`config.mk`:
```
export PLATFORM = sky130hd
export DESIGN_NAME = trig_unit
export DESIGN_NICKNAME = d
export VERILOG_FILES = /design/src/rtl/trig_pkg.sv /design/src/rtl/trig_sync.sv /design/src/rtl/trig_pin_eval.sv /design/src/rtl/trig_pulse_gen.sv /design/src/rtl/trig_unit.sv
export SDC_FILE = /design/constraint.sdc
export NUM_CORES = 1
export LEC_CHECK = 0
export CORE_MARGIN = 2
export CORE_UTILIZATION = 21
export CTS_CLUSTER_DIAMETER = 120
export DETAILED_ROUTE_END_ITERATION = 6
export GPL_TIMING_DRIVEN = 0
export PLACE_DENSITY_LB_ADDON = 0.2
export REMOVE_ABC_BUFFERS = 1
export SETUP_SLACK_MARGIN = 0.05
export SLEW_MARGIN = 0
export SYNTH_ARGS = -nofsm -noshare
export SYNTH_HDL_FRONTEND = slang
export SYNTH_SLANG_ARGS = --single-unit
export TNS_END_PERCENT = 100
```
`constraint.sdc`:
```
create_clock -name clk -period 1.2 [get_ports clk]
set_clock_uncertainty 0.15 [all_clocks]
set_input_delay 0.3 -clock clk [delete_from_list [all_inputs] [get_ports clk]]
set_output_delay 0.3 -clock clk [all_outputs]
set_load 0.005 [all_outputs]
```
`src/rtl/trig_pkg.sv`:
```
package trig_pkg;
  localparam int CFG_W    = 32;
  localparam int N_PINS   = 2;
  // condition field bases: each field holds one bit per external pin
  localparam int LOW_LSB  = 0;
  localparam int HIGH_LSB = 2;
  localparam int ANY_LSB  = 4;
  localparam int RISE_LSB = 6;
  localparam int FALL_LSB = 8;
  // source enables: pins first, then ADC, then logic analyzer
  localparam int EN_LSB   = 16;
  localparam int EN_ADC   = EN_LSB + N_PINS;
  localparam int EN_LA    = EN_LSB + N_PINS + 1;

  typedef struct packed {
    logic low;
    logic high;
    logic any;
    logic rise;
    logic fall;
  } pin_mode_t;

  function automatic pin_mode_t decode_mode(input logic [CFG_W-1:0] cfg, input int idx);
    pin_mode_t m;
    m.low  = cfg[LOW_LSB  + idx];
    m.high = cfg[HIGH_LSB + idx];
    m.any  = cfg[ANY_LSB  + idx];
    m.rise = cfg[RISE_LSB + idx];
    m.fall = cfg[FALL_LSB + idx];
    return m;
  endfunction

  function automatic logic eval_cond(input pin_mode_t m, input logic cur, input logic prev);
    logic lvl, edg;
    lvl = (m.low & ~cur) | (m.high & cur);
    edg = (m.any & (cur ^ prev)) | (m.rise & cur & ~prev) | (m.fall & ~cur & prev);
    return lvl | edg;
  endfunction
endpackage

```
`src/rtl/trig_sync.sv`:
```
module trig_sync #(
  parameter int WIDTH  = 2,
  parameter int STAGES = 2
) (
  input  logic             clk,
  input  logic             rst,
  input  logic [WIDTH-1:0] d,
  output logic [WIDTH-1:0] q
);
  logic [STAGES-1:0][WIDTH-1:0] stg;

  always_ff @(posedge clk) begin
    if (rst) begin
      stg <= '0;
    end else begin
      stg[0] <= d;
      for (int i = 1; i < STAGES; i++) stg[i] <= stg[i-1];
    end
  end

  assign q = stg[STAGES-1];
endmodule

```
`src/rtl/trig_pin_eval.sv`:
```
module trig_pin_eval
  import trig_pkg::*;
(
  input  logic      clk,
  input  logic      rst,
  input  pin_mode_t mode,
  input  logic      cur,
  output logic      hit
);
  logic prev;

  always_ff @(posedge clk) begin
    if (rst) prev <= 1'b0;
    else     prev <= cur;
  end

  assign hit = eval_cond(mode, cur, prev);
endmodule

```
`src/rtl/trig_pulse_gen.sv`:
```
module trig_pulse_gen (
  input  logic clk,
  input  logic rst,
  input  logic cond,
  output logic pulse
);
  logic cond_q;

  always_ff @(posedge clk) begin
    if (rst) begin
      cond_q <= 1'b0;
      pulse  <= 1'b0;
    end else begin
      cond_q <= cond;
      pulse  <= cond & ~cond_q;
    end
  end
endmodule

```
`src/rtl/trig_unit.sv`:
```
module trig_unit
  import trig_pkg::*;
#(
  parameter int SYNC_STAGES = 2
) (
  input  logic             clk,
  input  logic             rst,
  input  logic [CFG_W-1:0] cfg_word,
  input  logic [N_PINS-1:0] ext_pin,
  input  logic             adc_trig,
  input  logic             la_trig,
  output logic             trig_pulse
);
  localparam int N_SRC = N_PINS + 2;

  logic [N_PINS-1:0] sync_pin;
  logic [N_PINS-1:0] pin_hit;
  logic [N_SRC-1:0]  src_hit;
  logic [N_SRC-1:0]  src_en;
  logic              comb_cond;
  logic              unused_cfg;

  assign unused_cfg = ^{cfg_word[CFG_W-1:EN_LA+1], cfg_word[EN_LSB-1:FALL_LSB+N_PINS]};

  trig_sync #(.WIDTH(N_PINS), .STAGES(SYNC_STAGES)) u_sync (
    .clk(clk), .rst(rst), .d(ext_pin), .q(sync_pin)
  );

  for (genvar p = 0; p < N_PINS; p++) begin : g_pin
    trig_pin_eval u_eval (
      .clk (clk),
      .rst (rst),
      .mode(decode_mode(cfg_word, p)),
      .cur (sync_pin[p]),
      .hit (pin_hit[p])
    );
  end

  assign src_en  = cfg_word[EN_LA:EN_LSB];
  assign src_hit = {la_trig, adc_trig, pin_hit};
  assign comb_cond = |(src_hit & src_en);

  trig_pulse_gen u_pulse (
    .clk(clk), .rst(rst), .cond(comb_cond), .pulse(trig_pulse)
  );
endmodule

```
==> metrics.txt, run 1 <==
status complete, but fails checks; failing checks negative setup slack; all-layer global routing usage 8.93%; clock transition time at the flip-flop clock pins of the worst setup and hold paths 0.05 ns; maximum frequency from static timing analysis 0.788 GHz; number of hold buffers added after CTS 0; starting density of the core 22.5%; RSZ-0062 raised after global routing true; cell row count 13; postcts setup bufs 0; wire length per cell after detailed routing 9.71 µm; top fanout value on the critical path 2; floorplan die area 1730 µm²; number of standard cells in the final layout excluding fillers 66; Required @ worst endpoint 1.21 ns; final critical-path required period 1.27 ns; data arrival time of the worst path 1.28 ns; master cell of the clock root buffer clkbuf_4; Max-slew headroom 80.6%; flip-flop and latch count after synthesis 8; count of final hold-check violations 0; total number of H-tree levels 1; gpl congestion 0.564; HP Class reg2reg; buffer levels on the longest clock path 2; antenna-violating nets left 0; diode insertion count for antenna repair 0; Finish-stage setup viols 1; setup slack after layout -0.0687 ns; synthesized area per cell 10.6 µm²; GR peak layer met2; count of warnings emitted by yosys 0; core area 1320 µm²; horizontal die dimension 41.6 µm; number of top-level pins 39; clock tree from TritonCTS yes; total congestion overflow 0; Max-Cap Viols 0; WL final 641 µm; largest net degree at the start of global routing 9; number of CTS-inserted buffers 3; routed vias 289; number of cells after detailed placement 63; Post-route DRC 0; die span in y 41.6 µm; ratio of routed vias to standard cells 4.38; final-stage net count 91; post-route standard cell area excluding fillers 529 µm²; Top Family by Delay on Critical Path compound AO/OA/AOI/OAI gates; critical path endpoint category flip-flop; period utilisation layout 106%; Power Density 1080 nW/µm²; longest individual stage delay on the worst path 0.45 ns; buffering stage count on the worst path with inverters included 1; count of routing violations after the opening detailed-route iteration 4; ratio of cells with drive above 1 in the final layout 13.7%; post-synthesis instance area 297 µm²; worst supply voltage drop on vdd 0.000691 V; worst hold margin 0.247 ns; first-pass GRT wire length 1100 µm; relative area change from synthesis to final layout 78.5%; element type at the critical path start primary input; sink count of the clock tree 8; total leakage power 0.238 nW; met3 Track Usage GR 6.52%; via count of the first global-routing pass 287; actual slew at the worst max-slew pin 0.290 ns; met2 GRT Util 14.4%; area after detailed placement 515 µm²; critical path type in2reg; global-route met1 utilization 7.75%; part of the Yosys area used for sequential elements 54.0%; number of distinct library cells after synthesis 12; highest-delay cell along the critical path clkdlybuf4s50_1; Port Buf Inserts 20; 1st-pass router iterations 2; cells after synthesis 28; final-report max-slew violation count 0; number of antenna violations at the first check in global routing 0; Skew-Pair Late Insertion Delay 0.25 ns; setup tns final -0.0687 ns; cells along the critical path clkdlybuf4s50_1 -> o21ai_1 -> a32o_2 -> a311oi_2
[worst paths after layout]
kind / cells after the start / start / slack [ns] / endpoint
max: 4 / cfg_word[1] / -0.07 / u_pulse.pulse$_SDFF_PP0_
min reg2reg: 1 / u_pulse.cond_q$_SDFF_PP0_ / 0.25 / u_pulse.pulse$_SDFF_PP0_
max reg2reg: 3 / g_pin[0].u_eval.prev$_SDFF_PP0_ / -0.05 / u_pulse.pulse$_SDFF_PP0_
min: 1 / u_pulse.cond_q$_SDFF_PP0_ / 0.25 / u_pulse.pulse$_SDFF_PP0_
[stage by stage]
step | setup slack [ns] | util [%] | power, mW
6_report | -0.0687 | 40.2 | 0.573
2_1_floorplan | -0.00634 | - | 0.315
5_1_grt | -0.0879 | 40.2 | 0.614
3_5_place_dp | -0.515 | 39.1 | 0.391
3_3_place_gp | -0.502 | 39.1 | 0.389
4_1_cts | -0.100 | 39.7 | 0.591
[where the power goes]
group	internal, mW	switching [mW]
clock	0.114	0.0872
sequential	0.280	0.00456
combinational	0.0611	0.0254
[layout make-up]
cell class | instances | area, µm²
multi-input cells | 18 | 130
inverters | 2 | 7.51
well taps | 15 | 18.8
repair buffers | 20 | 189
flip-flops and latches | 8 | 161
clock buffers | 3 | 22.5
fillers | 142 | 788
[cells in the mapped netlist]
library cell / instances / area (µm²)
inv_1: 2 / 7.51
nor2b_1: 7 / 43.8
a221o_1: 1 / 10.0
a31oi_1: 1 / 6.26
o21ai_0: 2 / 10.0
a22oi_1: 1 / 7.51
a32o_1: 1 / 10.0
a311oi_2: 1 / 15.0
dfxtp_1: 8 / 160
nor2_1: 1 / 3.75
o211ai_1: 1 / 7.51
o21bai_1: 2 / 15.0
[layer usage]
layer  vias up  wire length (µm)
li1        147                 -
met1       132               260
met2        10               336
met3         0                44
met4         0                 0
met5         -                 0
[sequential cells by signal, summed over array words and instances (netlist names)]
signal / count
g_pin.u_eval.prev: 2
u_sync.q: 2
u_sync.stg: 2
u_pulse.cond_q: 1
u_pulse.pulse: 1
[logic make-up (layout without fill, tap and decap cells)]
| logic type | after synthesis | count (layout) | share of synthesized area (%) |
|---|---|---|---|
| flops | 8 | 8 | 54.0 |
| buf+inv | 2 | 25 | 2.53 |
| simple gates | 8 | 8 | 16.0 |
| compound gates | 10 | 10 | 27.4 |
[placed cells by master (no fill, tap or decap), types with 2 or more instances in the layout]
cell type and n:
clkbuf_4 3, clkdlybuf4s50_1 8, inv_1 2, nor2b_1 7, dfxtp_1 7, o21bai_1 2, o21ai_1 2, dlymetal6s2s_1 2
dlygate4sd2_1 9
[timing repair]
action | CTS | global route
setup endpoints to repair | 3 | 3
resized for setup | 15 | 4
pin swaps | 8 | 5
[worst register-to-register path, cell delays in order (launching register included)]
cell and delay (ns):
dfxtp_1 0.30, o21bai_1 0.15, a221o_1 0.33, a311oi_2 0.23
(Power assumes the default switching activity.)
==> inputs of run 2 (changes only) <==
CTS_CLUSTER_DIAMETER = unset   (was 120)
==> results of run 2 <==
The final DEF is identical to that of run 1; final timing and power are the same.
